**config.mk**
```make
export PLATFORM = sky130hd
export DESIGN_NAME = usb_txep_ctrl
export DESIGN_NICKNAME = d
export VERILOG_FILES = /design/src/rtl/usb_txep_pkg.sv /design/src/rtl/usb_txep_cfg_regs.sv /design/src/rtl/usb_txep_fill_cnt.sv /design/src/rtl/usb_txep_hs.sv /design/src/rtl/usb_txep_ctrl.sv
export SDC_FILE = /design/constraint.sdc
export NUM_CORES = 1
export LEC_CHECK = 0
export ABC_AREA = 0
export BUFFER_PORTS_ARGS = -buffer_cell sky130_fd_sc_hd__buf_2
export CAP_MARGIN = 0
export CORE_ASPECT_RATIO = 0.6
export CORE_MARGIN = 2
export CORE_UTILIZATION = 53
export DETAILED_ROUTE_END_ITERATION = 16
export PLACE_DENSITY_LB_ADDON = 0.1
export SLEW_MARGIN = 15
export SYNTH_ARGS = -nofsm -noshare
export SYNTH_HDL_FRONTEND = slang
export SYNTH_SLANG_ARGS = --single-unit
```
**constraint.sdc**
```tcl
create_clock -name clk -period 3.9 [get_ports clk]
set_clock_uncertainty 0.15 [all_clocks]
set_input_delay 0.585 -clock clk [delete_from_list [all_inputs] [get_ports clk]]
set_output_delay 0.585 -clock clk [all_outputs]
set_load 0.02 [all_outputs]
```
**src/rtl/usb_txep_pkg.sv**
```systemverilog
package usb_txep_pkg;

  localparam int CTRL_W   = 5;
  localparam int CB_AUTO  = 0;
  localparam int CB_ISO   = 1;
  localparam int CB_DIR   = 2;
  localparam int CB_DMA   = 3;
  localparam int CB_FORCE = 4;

  typedef struct packed {
    logic dma_en;
    logic dir_tx;
    logic iso;
    logic auto_rdy;
  } txep_cfg_t;

  // Readback image of the control word; the force bit is a strobe and reads 0.
  function automatic logic [CTRL_W-1:0] cfg_to_bits(input txep_cfg_t c);
    logic [CTRL_W-1:0] r;
    r           = '0;
    r[CB_AUTO]  = c.auto_rdy;
    r[CB_ISO]   = c.iso;
    r[CB_DIR]   = c.dir_tx;
    r[CB_DMA]   = c.dma_en;
    r[CB_FORCE] = 1'b0;
    return r;
  endfunction

endpackage

```
**src/rtl/usb_txep_cfg_regs.sv**
```systemverilog
module usb_txep_cfg_regs
  import usb_txep_pkg::*;
#(
  parameter int MAXP_W      = 11,
  parameter bit SHARED_FIFO = 1'b1
) (
  input  logic                 clk,
  input  logic                 rst_n,
  input  logic                 cfg_wr_en,
  input  logic [CTRL_W-1:0]    cfg_wr_data,
  input  logic                 maxp_wr_en,
  input  logic [MAXP_W-1:0]    maxp_wr_data,
  output txep_cfg_t            cfg,
  output logic                 force_pulse,
  output logic [MAXP_W-1:0]    maxp
);

  logic auto_q;
  logic iso_q;
  logic dma_q;
  logic dir_tx;

  always_ff @(posedge clk or negedge rst_n) begin
    if (!rst_n) begin
      auto_q <= 1'b0;
      iso_q  <= 1'b0;
      dma_q  <= 1'b0;
    end else if (cfg_wr_en) begin
      auto_q <= cfg_wr_data[CB_AUTO];
      iso_q  <= cfg_wr_data[CB_ISO];
      dma_q  <= cfg_wr_data[CB_DMA];
    end
  end

  generate
    if (SHARED_FIFO) begin : g_shared_dir
      logic dir_q;
      always_ff @(posedge clk or negedge rst_n) begin
        if (!rst_n)         dir_q <= 1'b0;
        else if (cfg_wr_en) dir_q <= cfg_wr_data[CB_DIR];
      end
      assign dir_tx = dir_q;
    end else begin : g_fixed_dir
      assign dir_tx = 1'b1;
    end
  endgenerate

  always_ff @(posedge clk or negedge rst_n) begin
    if (!rst_n)          maxp <= '0;
    else if (maxp_wr_en) maxp <= maxp_wr_data;
  end

  // Force-toggle is never stored: it acts in the cycle of the write.
  assign force_pulse = cfg_wr_en && cfg_wr_data[CB_FORCE];

  always_comb begin
    cfg          = '0;
    cfg.auto_rdy = auto_q;
    cfg.iso      = iso_q;
    cfg.dir_tx   = dir_tx;
    cfg.dma_en   = dma_q;
  end

endmodule

```
**src/rtl/usb_txep_fill_cnt.sv**
```systemverilog
module usb_txep_fill_cnt #(
  parameter int MAXP_W = 11
) (
  input  logic              clk,
  input  logic              rst_n,
  input  logic              byte_wr,
  input  logic              accept,
  input  logic              flush,
  input  logic              auto_en,
  input  logic [MAXP_W-1:0] maxp,
  output logic [MAXP_W-1:0] count,
  output logic              autoset_hit
);

  localparam logic [MAXP_W-1:0] CNT_MAX = {MAXP_W{1'b1}};

  // Saturating increment of the byte count.
  function automatic logic [MAXP_W-1:0] count_step(input logic [MAXP_W-1:0] c);
    return (c == CNT_MAX) ? c : c + 1'b1;
  endfunction

  // True when one more byte completes a packet of the programmed size.
  function automatic logic reaches_maxp(input logic [MAXP_W-1:0] c,
                                        input logic [MAXP_W-1:0] mp);
    logic [MAXP_W:0] nxt;
    nxt = {1'b0, c} + 1'b1;
    return (mp != '0) && (nxt == {1'b0, mp});
  endfunction

  logic take_byte;
  assign take_byte   = byte_wr && accept;
  assign autoset_hit = take_byte && auto_en && reaches_maxp(count, maxp);

  always_ff @(posedge clk or negedge rst_n) begin
    if (!rst_n)         count <= '0;
    else if (flush)     count <= '0;
    else if (take_byte) count <= count_step(count);
  end

endmodule

```
**src/rtl/usb_txep_hs.sv**
```systemverilog
module usb_txep_hs (
  input  logic clk,
  input  logic rst_n,
  input  logic sw_set,
  input  logic autoset_hit,
  input  logic ack,
  input  logic sent,
  input  logic iso,
  input  logic dir_tx,
  input  logic force_tgl,
  output logic tx_ready,
  output logic toggle,
  output logic ack_done,
  output logic iso_done
);

  logic set_req;
  logic clr_req;
  logic flip_req;

  assign ack_done = tx_ready && !iso && ack;
  assign iso_done = tx_ready && iso && sent;
  assign set_req  = dir_tx && (sw_set || autoset_hit);
  assign clr_req  = force_tgl || ack_done || iso_done;
  assign flip_req = force_tgl || ack_done;

  always_ff @(posedge clk or negedge rst_n) begin
    if (!rst_n)       tx_ready <= 1'b0;
    else if (clr_req) tx_ready <= 1'b0;
    else if (set_req) tx_ready <= 1'b1;
  end

  always_ff @(posedge clk or negedge rst_n) begin
    if (!rst_n)        toggle <= 1'b0;
    else if (flip_req) toggle <= ~toggle;
  end

endmodule

```
**src/rtl/usb_txep_ctrl.sv**
```systemverilog
module usb_txep_ctrl
  import usb_txep_pkg::*;
#(
  parameter int MAXP_W      = 11,
  parameter bit SHARED_FIFO = 1'b1
) (
  input  logic              clk,
  input  logic              rst_n,
  input  logic              cfg_wr_en,
  input  logic [CTRL_W-1:0] cfg_wr_data,
  input  logic              maxp_wr_en,
  input  logic [MAXP_W-1:0] maxp_wr_data,
  input  logic              fifo_wr,
  input  logic              sw_ready_set,
  input  logic              ack_rcvd,
  input  logic              pkt_sent,
  output logic [CTRL_W-1:0] ctrl_rd,
  output logic [MAXP_W-1:0] maxp_rd,
  output logic [MAXP_W-1:0] byte_count,
  output logic              tx_ready,
  output logic              data_toggle,
  output logic              dma_req,
  output logic              fifo_flush
);

  txep_cfg_t         cfg;
  logic              ev_force;
  logic              ev_autoset;
  logic              ev_ack_done;
  logic              ev_iso_done;
  logic              ev_retire;
  logic [MAXP_W-1:0] maxp;

  usb_txep_cfg_regs #(
    .MAXP_W      (MAXP_W),
    .SHARED_FIFO (SHARED_FIFO)
  ) u_regs (
    .clk          (clk),
    .rst_n        (rst_n),
    .cfg_wr_en    (cfg_wr_en),
    .cfg_wr_data  (cfg_wr_data),
    .maxp_wr_en   (maxp_wr_en),
    .maxp_wr_data (maxp_wr_data),
    .cfg          (cfg),
    .force_pulse  (ev_force),
    .maxp         (maxp)
  );

  assign ev_retire = ev_force || ev_ack_done || ev_iso_done;

  usb_txep_fill_cnt #(
    .MAXP_W (MAXP_W)
  ) u_fill (
    .clk         (clk),
    .rst_n       (rst_n),
    .byte_wr     (fifo_wr),
    .accept      (cfg.dir_tx && !tx_ready),
    .flush       (ev_retire),
    .auto_en     (cfg.auto_rdy),
    .maxp        (maxp),
    .count       (byte_count),
    .autoset_hit (ev_autoset)
  );

  usb_txep_hs u_hs (
    .clk         (clk),
    .rst_n       (rst_n),
    .sw_set      (sw_ready_set),
    .autoset_hit (ev_autoset),
    .ack         (ack_rcvd),
    .sent        (pkt_sent),
    .iso         (cfg.iso),
    .dir_tx      (cfg.dir_tx),
    .force_tgl   (ev_force),
    .tx_ready    (tx_ready),
    .toggle      (data_toggle),
    .ack_done    (ev_ack_done),
    .iso_done    (ev_iso_done)
  );

  always_ff @(posedge clk or negedge rst_n) begin
    if (!rst_n) fifo_flush <= 1'b0;
    else        fifo_flush <= ev_retire;
  end

  assign dma_req = cfg.dma_en && cfg.dir_tx && !tx_ready;
  assign ctrl_rd = cfg_to_bits(cfg);
  assign maxp_rd = maxp;

endmodule

```
==> impl_metrics.csv, run 1 <==
group,metric,value,unit
sta,slew_headroom,58.2,%
yosys,synthAdderAreaFrac,0.777,%
yosys,synthSimpleGateAreaFrac,16.2,%
sta,worst_slew_pin_slew,0.627,ns
floorplan,core_area,0.00289,mm^2
global_routing,grt_max_degree,30,
cells_and_area,layout-drive-gt1-share,39.6,%
clock_tree,cts_root_buffer,"clkbuf_8",
drt,dr_wl_met3,364,um
floorplan,start_util,55.7,%
sta,period_share,60.4,%
clock_tree,cts_buffers,5,
yosys,synth-seq-area-share,45.1,%
yosys,synth-seq-cells,29,
placement,dp_hpwl,2800,um
clock_tree,cts_htree_levels,2,
floorplan,die_w,75.2,um
global_routing,gr-total-overflow,0,
yosys,synth_mux_area_share,11.4,%
yosys,synth_area,0.00161,mm^2
min_path,hold_path.class,"primary input to async pin",
drt,routed_wl,3670,um
setup_path,crit_type,"flop to flop",
setup_path,cp.required,3.95,ns
sta,fin_crit,2.36,ns
yosys,synth-edff-count,0,
global_routing,grtUsageTotal,24.6,%
drt,firstDrtPassIters,4,
yosys,synth.top_cells.by_area,"dfrtp_1, mux2_2, xnor2_1, xor2_1, nor2_1",
yosys,synth_top_family_by_area,"simple AND/OR/NAND/NOR gates",
cells_and_area,finalNetCount,231,
sta,fin_setup_tns,0,ns
outcome,status,"completed",
yosys,synth_top_area_share,45.1,%
sta,drv_slew,0,
yosys,synthFlopType,"dfrtp_1",
cells_and_area,area_delta_synth_final,20.4,%
clock_tree,cts.clk_slew.worst_paths,0.06,ns
sta,max_freq,424,MHz
drt,top_layer,"met4",
pwr,power_leakage,0.000884,uW
cells_and_area,fin_cells,249,
yosys,synth_top_area_cell,"dfrtp_1",
sta,finalHoldViolCount,0,
global_routing,grt_pass1_wl,6050,um
drt,initialDrtViolationCount,85,
yosys,syn_inst,157,
clock_tree,insertion_delay,0.28,ns
drt,met1Wirelength,1660,um
placement,io_buffers,53,
flow_run,drv_cap,0,
drt,drc,0,
yosys,synth_fp_nets,182,
setup_path,worstPathArrival,2.40,ns
floorplan,num_rows,15,
yosys,synth_cell_types,36,
pwr,p_total,775,uW
setup_path,cp_max_fo,10,
clock_tree,cts_tree,"done",
floorplan,fp.dieArea,0.00351,mm^2
pwr,p_per_area,400,mW/mm^2
setup_path,end_kind,"flop",
clock_tree,cts_hold_buf,0,
yosys,synthArstFlopShare,100,%
yosys,synth_xor_area_share,10.9,%
pwr,vdd_drop_max,0.292,mV
yosys,synth_compound_area_share,10.9,%
global_routing,grt_pass1_vias,1272,
cells_and_area,diodes,0,
drt,vias,1337,
placement,placedCellCount,241,
clock_tree,cts_setup_buffers,0,
clock_tree,cts_buffer_depth,2,
global_routing,grt_antenna_before_repair,0,
drt,antenna_left,0,
yosys,synth.most_common_cell,"dfrtp_1",
setup_path,startpoint_type,"flop",
floorplan,io_pins,55,
floorplan,die_h,46.7,um
yosys,avgSynthCellArea,10.3,um^2
drt,met2_length,1580,um
sta,rsz0062_at_grt,"false",
sta,setup_viol,0,
yosys,synth_commonest_cells,"dfrtp_1, mux2_2, nor2_1",
placement,place.gp.congestion,0.900,
clock_tree,ctsResizeCount,0,
yosys,yosysWarnings,0,
clock_tree,cts_num_sinks,29,
drt,vias_per_cell,5.37,
drt,wl_per_cell,14.7,um
[through the flow]
stage	setup slack [ns]	hold slack, ns	cell area [um^2]	utilization, %
2_1_floorplan	1.66	0.139	1610	-
3_3_place_gp	1.59	0.316	1860	64.3
3_5_place_dp	1.55	0.317	1860	64.3
4_1_cts	1.57	0.194	1940	67.1
5_1_grt	1.36	0.229	1940	67.1
6_report	1.54	0.174	1940	67.1
[registers in the layout, indices dropped and copies added, names as in the netlist]
register       cells
u_fill.count      11
u_regs.maxp       11
fifo_flush         1
u_hs.toggle        1
u_hs.tx_ready      1
u_regs.auto_q      1
u_regs.dir_tx      1
u_regs.dma_q       1
u_regs.iso_q       1
[kinds of logic (layout without fill, tap and decap cells)]
| logic type | after synthesis | count (layout) |
|---|---|---|
| AOI/OAI and AO/OA | 27 | 27 |
| xor gates and xnor gates | 20 | 20 |
| adders and majority gates | 1 | 1 |
| buffers and inverters | 12 | 62 |
| DFF | 29 | 29 |
| muxes | 16 | 16 |
| other | 1 | 1 |
| and+or+nand+nor | 51 | 51 |
[layer usage]
metal / vias up / global-route usage [%]
met3: 8 / 8.32
met5: - / 0
li1: 643 / -
met4: 0 / 11.9
met2: 58 / 33.5
met1: 628 / 34.8
[cell type report]
cell class / count / area (um^2)
Inverter: 1 / 3.75
Sequential cell: 29 / 726
Multi-Input combinational cell: 116 / 812
Clock buffer: 8 / 80.1
Tap cell: 42 / 52.6
Fill cell: 257 / 951
Timing Repair Buffer: 53 / 265
[report_power, final]
| group | total, uW | switching (uW) | internal (uW) |
|---|---|---|---|
| clock network | 231 | 105 | 126 |
| registers | 366 | 36.0 | 330 |
| logic | 179 | 102 | 77.0 |
[worst max-delay path, stage by stage, from the launching register on]
cell	delay (ns)
dfrtp_1	0.46
ha_1	0.29
nand3_2	0.19
or3_1	0.51
o21ai_2	0.33
o21ai_0	0.16
a21oi_1	0.18
[placed cells by master, fill, tap and decap left out, drive strengths merged, types with 2 or more instances in the layout]
| cell | synthesis | final |
|---|---|---|
| clkbuf | 4 | 8 |
| buf | 7 | 53 |
| and2 | 2 | 2 |
| nor4 | 3 | 3 |
| nand3 | 3 | 3 |
| xor2 | 10 | 10 |
| xnor2 | 10 | 10 |
| o21ai | 9 | 9 |
| or3 | 6 | 6 |
| nor2 | 13 | 13 |
| nand2 | 13 | 13 |
| o21a | 2 | 2 |
| mux2 | 16 | 16 |
| nor3 | 6 | 6 |
| a21oi | 9 | 9 |
| dfrtp | 29 | 29 |
| or2 | 2 | 2 |
[worst paths after layout]
path / cells past startpoint / slack [ns] / endpoint / start
setup / recovery: 6 / 1.54 / u_fill.count[4] / u_fill.count[0]
hold / removal: 1 / 0.17 / u_regs.maxp[6] / rst_n
setup reg to reg: 6 / 1.54 / u_fill.count[4] / u_fill.count[0]
hold reg to reg: 1 / 0.32 / u_hs.toggle / u_hs.toggle
max in group asynchronous: 1 / 3.02 / u_fill.count[6] / rst_n
min in group clk: 1 / 0.32 / u_hs.toggle / u_hs.toggle
Power figures use the tool's default switching activity.
==> run 2: changes to the inputs <==
--- a/config.mk
+++ b/config.mk
@@ -10,7 +10,7 @@
 export CAP_MARGIN = 0
 export CORE_ASPECT_RATIO = 0.6
 export CORE_MARGIN = 2
-export CORE_UTILIZATION = 53
+export CORE_UTILIZATION = 45
 export DETAILED_ROUTE_END_ITERATION = 16
 export PLACE_DENSITY_LB_ADDON = 0.1
 export SLEW_MARGIN = 15
==> constraint.sdc (replaced) <==
create_clock -name clk -period 2 [get_ports clk]
set_clock_uncertainty 0.15 [all_clocks]
set_input_delay 0.3 -clock clk [delete_from_list [all_inputs] [get_ports clk]]
set_output_delay 0.3 -clock clk [all_outputs]
set_load 0.02 [all_outputs]
==> run 2 against run 1 <==
  * Sequential share of layout area is 3.9 points lower
  * Design area is 13% higher
  * Total power is 120% higher
  * First-iteration DRC count is 73% higher
  * Via count increased by 6.7%
  * Setup slack lost 1.5 ns
  * Core utilization down 1.7 points
  * Sequential power is 96% higher
  * Non-clock buffer count up 17
==> impl_metrics.csv, run 2 (same netlist as run 1, synthesis figures left out) <==
group,metric,value,unit
outcome,status,"completed",
setup_path,cp_cell_sequence,"ha_4, nand3_4, or3_4, nor3_1, a21oi_1, o41ai_2",
floorplan,num_rows,16,
drt,vias_per_cell,5.30,
drt,initialDrtViolationCount,147,
sta,setup_viol,0,
min_path,min_path_cells,3,
setup_path,startpoint_type,"flop",
sta,finalHoldViolCount,0,
floorplan,io_pins,55,
cells_and_area,final_util,65.4,%
clock_tree,cts_htree_levels,2,
cells_and_area,postLayoutCellArea,0.00219,mm^2
setup_path,r2r_cells,6,
drt,routed_wl,4070,um
sta,fin_crit,1.92,ns
global_routing,grt_pass1_vias,1310,
sta,drv_slew,0,
clock_tree,cts_num_sinks,29,
placement,io_buffers,53,
drt,wl_per_cell,15.1,um
setup_path,reg2reg_slack,0.08,ns
sta,period_share,96.2,%
global_routing,grtUsageTotal,21.7,%
sta,slew_headroom,56.9,%
setup_path,rr_startpoint,"u_fill.count[1]",
sta,max_freq,520,MHz
cells_and_area,area_delta_synth_final,35.7,%
drt,vias,1426,
placement,place.gp.congestion,0.910,
pwr,power_leakage,0.000997,uW
cells_and_area,diodes,0,
cells_and_area,finalNetCount,248,
min_path,min_to,"u_regs.iso_q",
pwr,vdd_drop_max,0.579,mV
floorplan,die_h,50.3,um
sta,worst_slew_pin_slew,0.646,ns
setup_path,r2r-end,"u_hs.tx_ready",
cells_and_area,layout-drive-gt1-share,50.4,%
cells_and_area,fillers,278,
drt,firstDrtPassIters,4,
drt,antenna_left,0,
clock_tree,cts_buffer_depth,2,
global_routing,grt_antenna_before_repair,0,
floorplan,die_w,81.2,um
clock_tree,cts_buffers,5,
clock_tree,cts.clk_slew.worst_paths,0.07,ns
sta,rsz0062_at_grt,"false",
cells_and_area,mostFrequentLayoutCells,"buf_2, dfrtp_1, buf_4",
setup_path,end_kind,"flop",
flow_run,drv_cap,0,
setup_path,cp.required,2.03,ns
setup_path,cp_max_fo,6,
pwr,p_per_area,795,mW/mm^2
min_path,min_from,"cfg_wr_data[1]",
clock_tree,cts_tree,"done",
global_routing,grt_pass1_wl,6560,um
setup_path,critPathSlowestCell,"dfrtp_2",
cells_and_area,final_common_cell,"buf_2",
floorplan,core_area,0.00334,mm^2
setup_path,cpPeakStageDelay,0.43,ns
global_routing,gr-total-overflow,0,
min_path,hold_path.class,"primary input to flop",
cells_and_area,largestRegisters,"u_fill.count (11), u_regs.maxp (11)",
drt,drc,0,
setup_path,crit_buf_inv,0,
setup_path,worstPathArrival,1.95,ns
placement,placed_cell_area,0.00197,mm^2
floorplan,fp.dieArea,0.00409,mm^2
floorplan,start_util,48.2,%
clock_tree,cts_root_buffer,"clkbuf_8",
setup_path,cp_top_family,"simple AND/OR/NAND/NOR gates",
setup_path,crit_type,"flop to flop",
global_routing,grt_max_degree,30,
clock_tree,insertion_delay,0.28,ns
placement,dp_hpwl,2960,um
sta,fin_setup_tns,0,ns
run 2: cell types whose count changed in the layout (fill, tap and decap cells not counted), moves of 3 or more:
cell      delta
clkbuf_1     -3
buf_4       +16
dfrtp_1      -6
dfrtp_2      +6
run 2: timing repair:
action	CTS	global route
cloned	0	0
pin swaps	0	1
endpoints found under the setup margin	2	7
hold buffers	1	0
gates resized for setup	0	9
hold endpoints to repair	29	0
setup buffers	2	4
run 2: power breakdown:
part,switching (uW),internal [uW]
clock,228,405
combinational,209,179
sequential,72.7,644
total,509,1230
run 2: how the worst max path moves through the flow:
stage                    start               to  slack, ns  depth (start not counted)
4_1_cts        u_fill.count[3]    u_hs.tx_ready       0.03                          6
2_1_floorplan  u_fill.count[2]    u_hs.tx_ready       0.02                          8
3_5_place_dp   u_fill.count[0]  u_fill.count[2]       0.01                          7
5_1_grt        u_fill.count[6]    u_hs.tx_ready      0.008                          6
6_report       u_fill.count[1]    u_hs.tx_ready       0.08                          6
3_3_place_gp   u_fill.count[0]  u_fill.count[9]       0.06                          7
run 2: tightest hold or removal path, stage by stage:
cell and delay, ns:
buf_2 0.08, nand2_1 0.04, o21ai_0 0.05
run 2: final cells by class:
cell class | instances | area [um^2] | area share [%]
flip-flops and latches | 29 | 733 | 33.5
multi-input cells | 116 | 877 | 40.1
clock buffers | 6 | 82.6 | 3.78
inverters | 1 | 3.75 | 0.172
repair buffers | 70 | 395 | 18.1
clock inverters | 2 | 37.5 | 1.72
well taps | 45 | 56.3 | 2.58
run 2: metrics by stage:
| step | std cells | total power [uW] | worst slack [ns] | hold WS, ns |
|---|---|---|---|---|
| floorplan | 157 | 962 | 0.0180 | -0.146 |
| CTS | 265 | 1740 | 0.0283 | 0.0809 |
| detailed placement | 254 | 1090 | 0.0135 | 0.217 |
| finish | 269 | 1740 | 0.0769 | 0.0828 |
| global route | 269 | 1820 | 0.00803 | 0.0923 |
| global placement | 254 | 1080 | 0.0571 | 0.209 |
run 2: per-layer routing:
layer | share of wire, % | vias to the layer above | track usage [%] | wire [um]
li1 | - | 677 | - | -
met5 | 0 | - | 0 | 0
met1 | 46 | 686 | 31.8 | 1880
met2 | 45 | 57 | 30.4 | 1820
met3 | 7.9 | 6 | 5.94 | 323
met4 | 1.3 | 0 | 8.19 | 54
==> run 3: changes to the inputs <==
==> constraint.sdc (replaced) <==
create_clock -name clk -period 2 [get_ports clk]
set_clock_uncertainty 0.15 [all_clocks]
set_input_delay 0.3 -clock clk [delete_from_list [all_inputs] [get_ports clk]]
set_output_delay 0.3 -clock clk [all_outputs]
set_load 0.05 [all_outputs]
==> run 3 against run 2 <==
  * Via count is 2.0% lower
  * Sequential cell count did not move
  * Design area decreased by 1.8%
  * Sequential share of layout area up 0.78 points
  * Setup slack worse by 0.040 ns
  * Register-to-register slack lost 0.04 ns
  * Maximum frequency down 2.0%
  * Combinational power increased by 35%
  * Critical endpoint unchanged
  * Highest routed layer unchanged
==> impl_metrics.csv, run 3 (same netlist as run 1, synthesis figures left out) <==
group,metric,value,unit
global_routing,gr-total-overflow,0,
sta,rsz0062_at_grt,"true",
cells_and_area,postLayoutCellArea,0.00215,mm^2
cells_and_area,mostFrequentLayoutCells,"buf_2, dfrtp_1, mux2_2",
pwr,p_per_area,807,mW/mm^2
sta,holdWs,0.0948,ns
setup_path,cp_cell_sequence,"ha_4, nand3_4, or3_4, nor3_1, a21oi_1, o41ai_2",
sta,max_freq,509,MHz
pwr,power_leakage,0.000960,uW
global_routing,grt_busiest_layer,"met2",
clock_tree,cts_buffers,5,
setup_path,startpoint_type,"flop",
placement,io_buffers,53,
floorplan,io_pins,55,
min_path,min_path_cells,3,
drt,routed_wl,3990,um
drt,antenna_left,0,
floorplan,die_w,81.2,um
sta,period_share,98.1,%
floorplan,start_util,48.2,%
floorplan,die_h,50.3,um
global_routing,grt_pass1_vias,1354,
global_routing,grt_pass1_wl,6420,um
drt,vias,1397,
setup_path,reg2reg_slack,0.04,ns
min_path,min_from,"cfg_wr_data[1]",
global_routing,grtUsageMet3,5.58,%
setup_path,worstPathArrival,1.99,ns
clock_tree,insertion_delay,0.28,ns
clock_tree,cts_tree,"done",
placement,place.gp.congestion,0.886,
global_routing,grt_use_met1,30.8,%
cells_and_area,final_common_cell,"buf_2",
setup_path,cpPeakStageDelay,0.45,ns
flow_run,drv_cap,0,
min_path,min_to,"u_regs.iso_q",
global_routing,grt_use_met2,31.1,%
setup_path,end_kind,"flop",
drt,drc,0,
drt,vias_per_cell,5.27,
setup_path,cp_max_fo,6,
cells_and_area,area_delta_synth_final,33.3,%
cells_and_area,diodes,0,
setup_path,r2r-end,"u_hs.tx_ready",
sta,fin_crit,1.96,ns
setup_path,rr_startpoint,"u_fill.count[0]",
cells_and_area,finalNetCount,244,
outcome,status,"completed",
setup_path,r2r_cells,6,
setup_path,critPathSlowestCell,"dfrtp_4",
setup_path,cp.required,2.03,ns
clock_tree,cts_buffer_depth,2,
clock_tree,cts.clk_slew.worst_paths,0.06,ns
cells_and_area,layout-drive-gt1-share,49.1,%
global_routing,grtUsageTotal,21.2,%
sta,setup_slack,0.0372,ns
drt,wl_per_cell,15.0,um
sta,slew_headroom,56.9,%
floorplan,num_rows,16,
sta,finalHoldViolCount,0,
min_path,hold_path.class,"primary input to flop",
floorplan,core_area,0.00334,mm^2
global_routing,grt_max_degree,30,
placement,pre_cts_ws,0.00197,ns
pwr,vdd_drop_max,0.511,mV
sta,setup_viol,0,
floorplan,fp.dieArea,0.00409,mm^2
drt,firstDrtPassIters,4,
sta,worst_slew_pin_slew,0.646,ns
drt,initialDrtViolationCount,100,
placement,dp_hpwl,3040,um
global_routing,grt_antenna_before_repair,0,
cells_and_area,largestRegisters,"u_fill.count (11), u_regs.maxp (11)",
pwr,p_total,1730,uW
setup_path,crit_buf_inv,0,
sta,drv_slew,0,
clock_tree,cts_htree_levels,2,
cells_and_area,final_util,64.2,%
clock_tree,cts_num_sinks,29,
clock_tree,cts_root_buffer,"clkbuf_8",
setup_path,cp_top_family,"simple AND/OR/NAND/NOR gates",
placement,placed_cell_area,0.00198,mm^2
setup_path,crit_type,"flop to flop",
-- run 3: where the power goes --
part | total, uW | internal, uW | switching, uW
logic | 523 | 175 | 348
registers | 719 | 647 | 72.2
clock network | 491 | 280 | 211
total | 1730 | 1100 | 631
-- run 3: timing repair --
item | CTS | global route
setup endpoints to repair | 1 | 4
cloned | 0 | 1
hold endpoints to repair | 29 | 0
setup buffers | 1 | 2
resized for setup | 0 | 8
hold buffers | 1 | 0
pin swaps | 0 | 2
-- run 3: metal layers --
| layer | vias up | wire (um) |
|---|---|---|
| met5 | - | 0 |
| met4 | 0 | 35 |
| met3 | 5 | 259 |
| met2 | 48 | 1670 |
| met1 | 677 | 2030 |
| li1 | 667 | - |
-- run 3: worst max-delay path by stage --
stage                    start            end  slack [ns]  depth (start not counted)
6_report       u_fill.count[0]  u_hs.tx_ready        0.04                          6
5_1_grt        u_fill.count[0]  u_hs.tx_ready       -0.04                          8
4_1_cts        u_fill.count[0]  u_hs.tx_ready        0.02                          8
3_5_place_dp   u_fill.count[0]  u_hs.tx_ready       0.002                          8
3_3_place_gp   u_fill.count[0]  u_hs.tx_ready        0.05                          6
2_1_floorplan  u_fill.count[2]  u_hs.tx_ready       -0.12                          8
-- run 3: worst reg2reg max path: stages (launching register included) --
cell     delay (ns)
dfrtp_4        0.45
ha_4           0.15
nand3_4        0.09
or3_4          0.44
nor3_1         0.19
a21oi_1        0.08
o41ai_2        0.33
-- run 3: through the flow --
stage / TNS, ns / std cells
finish: 0 / 265
global route: -0.0403 / 265
CTS: 0 / 262
detailed placement: 0 / 252
global placement: 0 / 252
floorplan: -0.383 / 157
-- run 3: final cells by class --
cell class	instances	area (um^2)
Fill cell	277	1200
Multi-Input combinational cell	117	902
Sequential cell	29	737
Timing Repair Buffer	65	358
Clock buffer	8	90.1
Tap cell	45	56.3
Inverter	1	3.75
